### src/rtl/sio_pkg.sv
package sio_pkg;
  typedef enum logic [1:0] {
    REG_CTRL = 2'd0,
    REG_DATA = 2'd1,
    REG_DIV  = 2'd2,
    REG_STAT = 2'd3
  } sio_reg_e;

  // control bits: [2] rx_only, [1] msb_first, [0] clk_ext
  typedef struct packed {
    logic rx_only;
    logic msb_first;
    logic clk_ext;
  } sio_ctrl_t;

  localparam int CTRL_W = 3;
endpackage

### src/rtl/sio_rst_sync.sv
module sio_rst_sync (
  input  logic clk,
  input  logic rst_n,
  output logic rst_n_sync
);
  logic [1:0] stage_q;

  always_ff @(posedge clk or negedge rst_n) begin
    if (!rst_n) stage_q <= 2'b00;
    else        stage_q <= {stage_q[0], 1'b1};
  end

  assign rst_n_sync = stage_q[1];
endmodule

### src/rtl/sio_regs.sv
module sio_regs
  import sio_pkg::*;
#(
  parameter int DATA_W = 8,
  parameter int DIV_W  = 8
) (
  input  logic              clk,
  input  logic              rst_n,
  input  logic              we_i,
  input  logic [1:0]        addr_i,
  input  logic [DATA_W-1:0] wdata_i,
  input  logic              busy_i,
  output sio_ctrl_t         ctrl_o,
  output logic [DIV_W-1:0]  div_o,
  output logic              start_o,
  output logic              clr_done_o
);
  sio_ctrl_t        ctrl_q, ctrl_d;
  logic [DIV_W-1:0] div_q, div_d;
  logic             wr_ctrl, wr_div;

  assign wr_ctrl    = we_i && (addr_i == REG_CTRL) && !busy_i;
  assign wr_div     = we_i && (addr_i == REG_DIV)  && !busy_i;
  assign start_o    = we_i && (addr_i == REG_DATA) && !busy_i;
  assign clr_done_o = we_i && (addr_i == REG_STAT);

  always_comb begin
    ctrl_d = ctrl_q;
    div_d  = div_q;
    if (wr_ctrl) ctrl_d = sio_ctrl_t'(wdata_i[CTRL_W-1:0]);
    if (wr_div)  div_d  = wdata_i[DIV_W-1:0];
  end

  always_ff @(posedge clk or negedge rst_n) begin
    if (!rst_n) begin
      ctrl_q <= '0;
      div_q  <= '0;
    end else begin
      ctrl_q <= ctrl_d;
      div_q  <= div_d;
    end
  end

  assign ctrl_o = ctrl_q;
  assign div_o  = div_q;

  // configuration cannot change while a transfer runs
  a_r8_cfg_frozen: assert property (@(posedge clk) disable iff (!rst_n)
    busy_i |=> ($stable(ctrl_q) && $stable(div_q)));
endmodule

### src/rtl/sio_clkgen.sv
module sio_clkgen #(
  parameter int DIV_W       = 8,
  parameter int SYNC_STAGES = 2
) (
  input  logic             clk,
  input  logic             rst_n,
  input  logic             busy_i,
  input  logic             clk_ext_i,
  input  logic [DIV_W-1:0] div_i,
  input  logic             sck_i,
  output logic             sck_o,
  output logic             sck_oe,
  output logic             fall_ev_o,
  output logic             rise_ev_o
);
  logic [DIV_W-1:0]     cnt_q, cnt_d;
  logic                 sck_q, sck_d;
  logic [SYNC_STAGES:0] sync_q;
  logic                 ext_cur, ext_prev, tick;
  logic                 ext_fall, ext_rise, int_fall, int_rise;

  // external clock: synchronizer plus one history flop for edge detection
  always_ff @(posedge clk or negedge rst_n) begin
    if (!rst_n) sync_q <= '1;
    else        sync_q <= {sync_q[SYNC_STAGES-1:0], sck_i};
  end

  assign ext_cur  = sync_q[SYNC_STAGES-1];
  assign ext_prev = sync_q[SYNC_STAGES];
  assign ext_fall = busy_i && clk_ext_i &&  ext_prev && !ext_cur;
  assign ext_rise = busy_i && clk_ext_i && !ext_prev &&  ext_cur;

  // internal clock: half period of div+1 system cycles
  assign tick     = busy_i && !clk_ext_i && (cnt_q == div_i);
  assign int_fall = tick &&  sck_q;
  assign int_rise = tick && !sck_q;

  always_comb begin
    cnt_d = cnt_q;
    sck_d = sck_q;
    if (!busy_i || clk_ext_i) begin
      cnt_d = '0;
      sck_d = 1'b1;
    end else if (tick) begin
      cnt_d = '0;
      sck_d = ~sck_q;
    end else begin
      cnt_d = cnt_q + 1'b1;
    end
  end

  always_ff @(posedge clk or negedge rst_n) begin
    if (!rst_n) begin
      cnt_q <= '0;
      sck_q <= 1'b1;
    end else begin
      cnt_q <= cnt_d;
      sck_q <= sck_d;
    end
  end

  assign fall_ev_o = clk_ext_i ? ext_fall : int_fall;
  assign rise_ev_o = clk_ext_i ? ext_rise : int_rise;
  assign sck_o     = sck_q;
  assign sck_oe    = !clk_ext_i;

  // one shift-clock edge per system cycle at most
  a_r2_single_event: assert property (@(posedge clk) disable iff (!rst_n)
    !(fall_ev_o && rise_ev_o));
  // generated clock rests high whenever no transfer runs
  a_r7_idle_high: assert property (@(posedge clk) disable iff (!rst_n)
    !busy_i |-> sck_q);
endmodule

### src/rtl/sio_shift.sv
module sio_shift #(
  parameter int DATA_W = 8
) (
  input  logic              clk,
  input  logic              rst_n,
  input  logic              start_i,
  input  logic [DATA_W-1:0] wdata_i,
  input  logic              clr_done_i,
  input  logic              msb_first_i,
  input  logic              rx_only_i,
  input  logic              fall_ev_i,
  input  logic              rise_ev_i,
  input  logic              sin_i,
  output logic              sout_o,
  output logic              busy_o,
  output logic              done_o,
  output logic              irq_o,
  output logic [DATA_W-1:0] data_o
);
  localparam int CNT_W = $clog2(DATA_W);
  localparam logic [CNT_W-1:0] LAST_BIT = CNT_W'(DATA_W - 1);

  logic [DATA_W-1:0] sh_q, sh_d, sh_next;
  logic [CNT_W-1:0]  cnt_q, cnt_d;
  logic              busy_q, busy_d, done_q, done_d;
  logic              sout_q, sout_d, irq_q;
  logic              out_bit, last;

  assign out_bit = msb_first_i ? sh_q[DATA_W-1] : sh_q[0];
  assign sh_next = msb_first_i ? {sh_q[DATA_W-2:0], sin_i}
                               : {sin_i, sh_q[DATA_W-1:1]};
  assign last    = busy_q && rise_ev_i && (cnt_q == LAST_BIT);

  always_comb begin
    sh_d   = sh_q;
    cnt_d  = cnt_q;
    busy_d = busy_q;
    done_d = done_q;
    sout_d = sout_q;
    if (start_i) begin
      sh_d   = wdata_i;
      cnt_d  = '0;
      busy_d = 1'b1;
      sout_d = 1'b1;
    end else if (busy_q) begin
      if (fall_ev_i) sout_d = rx_only_i ? 1'b1 : out_bit;
      if (rise_ev_i) begin
        sh_d  = sh_next;
        cnt_d = last ? '0 : cnt_q + 1'b1;
      end
      if (last) begin
        busy_d = 1'b0;
        sout_d = 1'b1;
      end
    end
    if (start_i || clr_done_i) done_d = 1'b0;
    if (last)                  done_d = 1'b1;
  end

  always_ff @(posedge clk or negedge rst_n) begin
    if (!rst_n) begin
      sh_q   <= '0;
      cnt_q  <= '0;
      busy_q <= 1'b0;
      done_q <= 1'b0;
      sout_q <= 1'b1;
      irq_q  <= 1'b0;
    end else begin
      sh_q   <= sh_d;
      cnt_q  <= cnt_d;
      busy_q <= busy_d;
      done_q <= done_d;
      sout_q <= sout_d;
      irq_q  <= last;
    end
  end

  assign sout_o = sout_q;
  assign busy_o = busy_q;
  assign done_o = done_q;
  assign irq_o  = irq_q;
  assign data_o = sh_q;

  // interrupt is a single-cycle pulse
  a_r7_irq_single: assert property (@(posedge clk) disable iff (!rst_n)
    irq_q |=> !irq_q);
  // pulse coincides with done set and busy clear
  a_r7_irq_with_done: assert property (@(posedge clk) disable iff (!rst_n)
    irq_q |-> (done_q && !busy_q));
  // receive-only keeps the data line high
  a_r5_rx_only_quiet: assert property (@(posedge clk) disable iff (!rst_n)
    rx_only_i |-> sout_q);
endmodule

### src/rtl/sio_top.sv
module sio_top
  import sio_pkg::*;
#(
  parameter int DATA_W      = 8,
  parameter int DIV_W       = 8,
  parameter int SYNC_STAGES = 2
) (
  input  logic              clk,
  input  logic              rst_n,
  input  logic              reg_we,
  input  logic [1:0]        reg_addr,
  input  logic [DATA_W-1:0] reg_wdata,
  output logic [DATA_W-1:0] reg_rdata,
  input  logic              sin,
  output logic              sout,
  input  logic              sck_i,
  output logic              sck_o,
  output logic              sck_oe,
  output logic              irq
);
  logic              rst_n_s;
  sio_ctrl_t         ctrl;
  logic [DIV_W-1:0]  div;
  logic              start, clr_done, busy, done, fall_ev, rise_ev;
  logic [DATA_W-1:0] shreg;

  sio_rst_sync u_rst (
    .clk        (clk),
    .rst_n      (rst_n),
    .rst_n_sync (rst_n_s)
  );

  sio_regs #(.DATA_W(DATA_W), .DIV_W(DIV_W)) u_regs (
    .clk        (clk),
    .rst_n      (rst_n_s),
    .we_i       (reg_we),
    .addr_i     (reg_addr),
    .wdata_i    (reg_wdata),
    .busy_i     (busy),
    .ctrl_o     (ctrl),
    .div_o      (div),
    .start_o    (start),
    .clr_done_o (clr_done)
  );

  sio_clkgen #(.DIV_W(DIV_W), .SYNC_STAGES(SYNC_STAGES)) u_clk (
    .clk       (clk),
    .rst_n     (rst_n_s),
    .busy_i    (busy),
    .clk_ext_i (ctrl.clk_ext),
    .div_i     (div),
    .sck_i     (sck_i),
    .sck_o     (sck_o),
    .sck_oe    (sck_oe),
    .fall_ev_o (fall_ev),
    .rise_ev_o (rise_ev)
  );

  sio_shift #(.DATA_W(DATA_W)) u_shift (
    .clk         (clk),
    .rst_n       (rst_n_s),
    .start_i     (start),
    .wdata_i     (reg_wdata),
    .clr_done_i  (clr_done),
    .msb_first_i (ctrl.msb_first),
    .rx_only_i   (ctrl.rx_only),
    .fall_ev_i   (fall_ev),
    .rise_ev_i   (rise_ev),
    .sin_i       (sin),
    .sout_o      (sout),
    .busy_o      (busy),
    .done_o      (done),
    .irq_o       (irq),
    .data_o      (shreg)
  );

  always_comb begin
    reg_rdata = '0;
    case (sio_reg_e'(reg_addr))
      REG_CTRL: reg_rdata[CTRL_W-1:0] = ctrl;
      REG_DATA: reg_rdata             = shreg;
      REG_DIV:  reg_rdata[DIV_W-1:0]  = div;
      REG_STAT: reg_rdata[1:0]        = {done, busy};
      default:  reg_rdata             = '0;
    endcase
  end
endmodule

### config.mk
export PLATFORM = sky130hd
export DESIGN_NAME = sio_top
export DESIGN_NICKNAME = d
export VERILOG_FILES = /design/src/rtl/sio_pkg.sv /design/src/rtl/sio_rst_sync.sv /design/src/rtl/sio_regs.sv /design/src/rtl/sio_clkgen.sv /design/src/rtl/sio_shift.sv /design/src/rtl/sio_top.sv
export SDC_FILE = /design/constraint.sdc
export NUM_CORES = 1
export LEC_CHECK = 0
export ABC_AREA = 1
export BUFFER_PORTS_ARGS = -buffer_cell sky130_fd_sc_hd__buf_2
export CAP_MARGIN = 40
export CORE_AREA = 10 10 91 93
export CTS_BUF_LIST = sky130_fd_sc_hd__clkbuf_2
export DETAILED_ROUTE_END_ITERATION = 7
export DIE_AREA = 0 0 101 103
export PLACE_DENSITY = 0.51
export SYNTH_ARGS = -nofsm -noshare
export SYNTH_HDL_FRONTEND = slang
export SYNTH_SLANG_ARGS = --single-unit
### constraint.sdc
create_clock -name clk -period 2.61 [get_ports clk]
set_clock_uncertainty 0.15 [all_clocks]
set_input_delay 0.261 -clock clk [delete_from_list [all_inputs] [get_ports clk]]
set_output_delay 0.261 -clock clk [all_outputs]
set_load 0.02 [all_outputs]
==> metrics.yaml <==
track_usage_pct: 10.9
r2r_slack_ns: 0.83
worstPathRequired_ns: 2.20
drt_first_pass_iters: 4
path_clk_slew_ns: 0.22
maxCapViolCount: 0
via_per_inst: 4.65
syn_area_sq_um: 2240
path_max_fanout: 20
status: "finished clean"
ys_top_cells_by_count: "nand2_1 (78), dfrtp_1 (35), inv_1 (34), o21ai_0 (22), nor2_1 (14)"
fmax_ghz: 0.501
critPathKind: "flop to output pin"
synth.most_common_cell: "nand2_1"
cts_num_sinks: 40
core_sq_um: 6570
max-vdd-ir-drop_mv: 0.173
portBuffers: 26
cts_tree: "done"
synth_seq_cells: 40
reg2regPathDepth: 8
end_kind: "output pin"
fin_crit_sh_pct: 76.4
setup_viol_count_final: 0
placed_area_sq_um: 2440
drive_above_1_share_pct: 21.9
grt_first_pass_wirelength_um: 9040
r2r_end: "u_shift.cnt_q[0]"
drc: 0
fin_area_sq_um: 2600
synthesis.nets: 298
critPathLaunchType: "flop"
antenna_cells: 0
grt_max_degree: 31
p_sw_share_pct: 27.0
vias: 1838
postCtsSetupRepairBufs: 0
dieArea_sq_um: 10400
intPower_mw: 0.717
arrival_ns: 1.58
row_count: 30
die_x_um: 101
clock_latency_ns: 0.41
switchingPower_mw: 0.266
seq_area_frac_synth_pct: 45.0
avgSynthCellArea_sq_um: 8.17
yosys.area.top_type: "dfrtp_1"
grt-ovfl-total: 0
die_h_um: 103
postRouteAntennaNets: 0
hold_viol: 0
hp-class: "flop to async pin"
pwr-share-clk_pct: 29.1
clk_path_buf_depth: 2
setup_tns_ns: 0
wl_per_cell_um: 13.1
dp_hpwl_um: 3980
max_slew_margin_pct: 59.7
p_per_area_nw_per_um2: 378
pwr-share-seq_pct: 64.2
synth_cell_types: 33
antenna_found_initial: 0
gp_routability_congestion: 0.829
slew_viol_final: 0
numCtsBuffers: 5
start_util_pct: 34.1
grt_pass1_vias: 1856
drtIter0Drc: 57
cts_resized: 0
p_leak_nw: 1.27
area_growth_syn_to_layout_pct: 16.2
ios: 27
synthArstFlopShare_pct: 100
synth_edf_count: 0
drt-total-wl_um: 5160
tightest_slew_ns: 0.604
grt_setup_unrepaired: "false"
synthCells: 274
h-tree-depth: 2
reg2reg_from: "u_regs.div_o[7]"
yosys_warnings: 0
synth_top_area_share_pct: 39.1
fin_crit_ns: 1.99
cts_root_buf: "clkbuf_2"
comb_power_share_pct: 6.7
synth_top_flop_cell: "dfrtp_1"
synth_area_leaders: "dfrtp_1 (39%), nand2_1 (13%), dfstp_2 (5.9%)"
layout.nets: 338
-- worst max-delay path, stage by stage, from the launching register on --
cell and delay, ns:
dfrtp_1 0.78, nand2_1 0.08, o21ai_0 0.11, buf_2 0.20
-- repair_timing --
item	in CTS	in global routing
hold buffers	11	1
endpoints found under the setup margin	0	0
hold endpoints to repair	12	1
-- metal layers --
metal / share of wire, % / vias up / wire, um / GRT usage (%)
met1: 47 / 856 / 2430 / 13.6
met2: 47 / 27 / 2450 / 17.4
li1: - / 948 / - / -
met3: 3.5 / 7 / 181 / 2.82
met5: 0 / - / 0 / 0
met4: 2.0 / 0 / 104 / 4.18
-- placed cells by master (no fill, tap or decap) --
cell type,n
clkinv_1,1
nand3_1,10
clkinvlp_4,2
ha_1,9
a31o_2,1
buf_2,26
o21ai_0,22
o21ai_2,7
a2111oi_2,1
o21ai_1,3
inv_1,34
clkbuf_2,5
inv_2,6
a21boi_0,1
nor3_1,1
nand2_2,6
a22o_1,1
buf_4,3
nor2_2,2
nor2_8,1
a21oi_1,9
nor2_1,14
nand3_4,1
a32oi_1,1
nor2_4,1
o211ai_1,8
nand3_2,1
xor2_1,1
nand2_1,78
dfstp_2,5
xnor2_1,5
dfrtp_1,35
dlygate4sd3_1,12
and2_4,1
conb_1,1
-- flip-flops by register name (all words and copies together) (netlist names) --
signal	cells
u_shift.sout_o	1
u_regs.div_o	8
u_shift.data_o	8
u_regs.ctrl_o	3
u_clk.sck_o	1
u_rst.stage_q	2
u_clk.sync_q	3
u_shift.done_o	1
u_shift.cnt_q	3
u_shift.irq_o	1
u_shift.busy_o	1
u_clk.cnt_q	8
-- through the flow --
step           power, mW  hold WS [ns]  worst slack, ns  utilization, %  instances
2_1_floorplan      0.666        -0.185            0.910               -        274
3_3_place_gp       0.695        -0.103            0.698            37.1        375
3_5_place_dp       0.695        -0.104            0.709            37.1        375
4_1_cts            0.996       0.00592            0.580            39.4        394
5_1_grt             1.03        0.0586            0.392            39.6        395
6_report           0.983        0.0126            0.615            39.6        395
-- layout make-up --
class                   instances  area [sq um]
flip-flops and latches         40          1010
well taps                      80           100
fillers                       669          3970
clock buffers                   5          25.0
multi-input cells             186          1030
inverters                      40           150
clock inverters                 3          18.8
repair buffers                 41           273
-- how the worst max path moves through the flow --
stage,from,endpoint,slack [ns],cells after the start
2_1_floorplan,reg_addr[0],reg_rdata[1],0.91,6
3_3_place_gp,reg_addr[0],reg_rdata[1],0.70,7
3_5_place_dp,reg_addr[1],u_shift.data_o[2],0.71,10
4_1_cts,u_regs.ctrl_o[1],reg_rdata[1],0.58,3
5_1_grt,u_regs.ctrl_o[1],reg_rdata[1],0.39,3
6_report,u_regs.ctrl_o[1],reg_rdata[1],0.62,3
-- kinds of logic (layout without fill, tap and decap cells) --
logic type	count (synthesis)	after routing	synth area share [%]
other cells	1	1	0.168
xor+xnor	6	6	2.35
flops	40	40	45.0
compound gates	54	54	15.2
fa+ha+maj	9	9	5.03
buf+inv	48	89	9.11
simple gates	116	116	23.1
-- power by group through the flow --
| stage | registers (mW) | logic, mW | clock network (mW) |
|---|---|---|---|
| final | 0.631 | 0.0661 | 0.286 |
| after global routing | 0.633 | 0.0740 | 0.323 |
| after CTS | 0.632 | 0.0656 | 0.299 |
| after detailed placement | 0.642 | 0.0530 | 0 |
| after global placement | 0.642 | 0.0534 | 0 |
| after floorplan | 0.646 | 0.0196 | 0 |
Note: power is estimated with default switching activity, not from simulation.
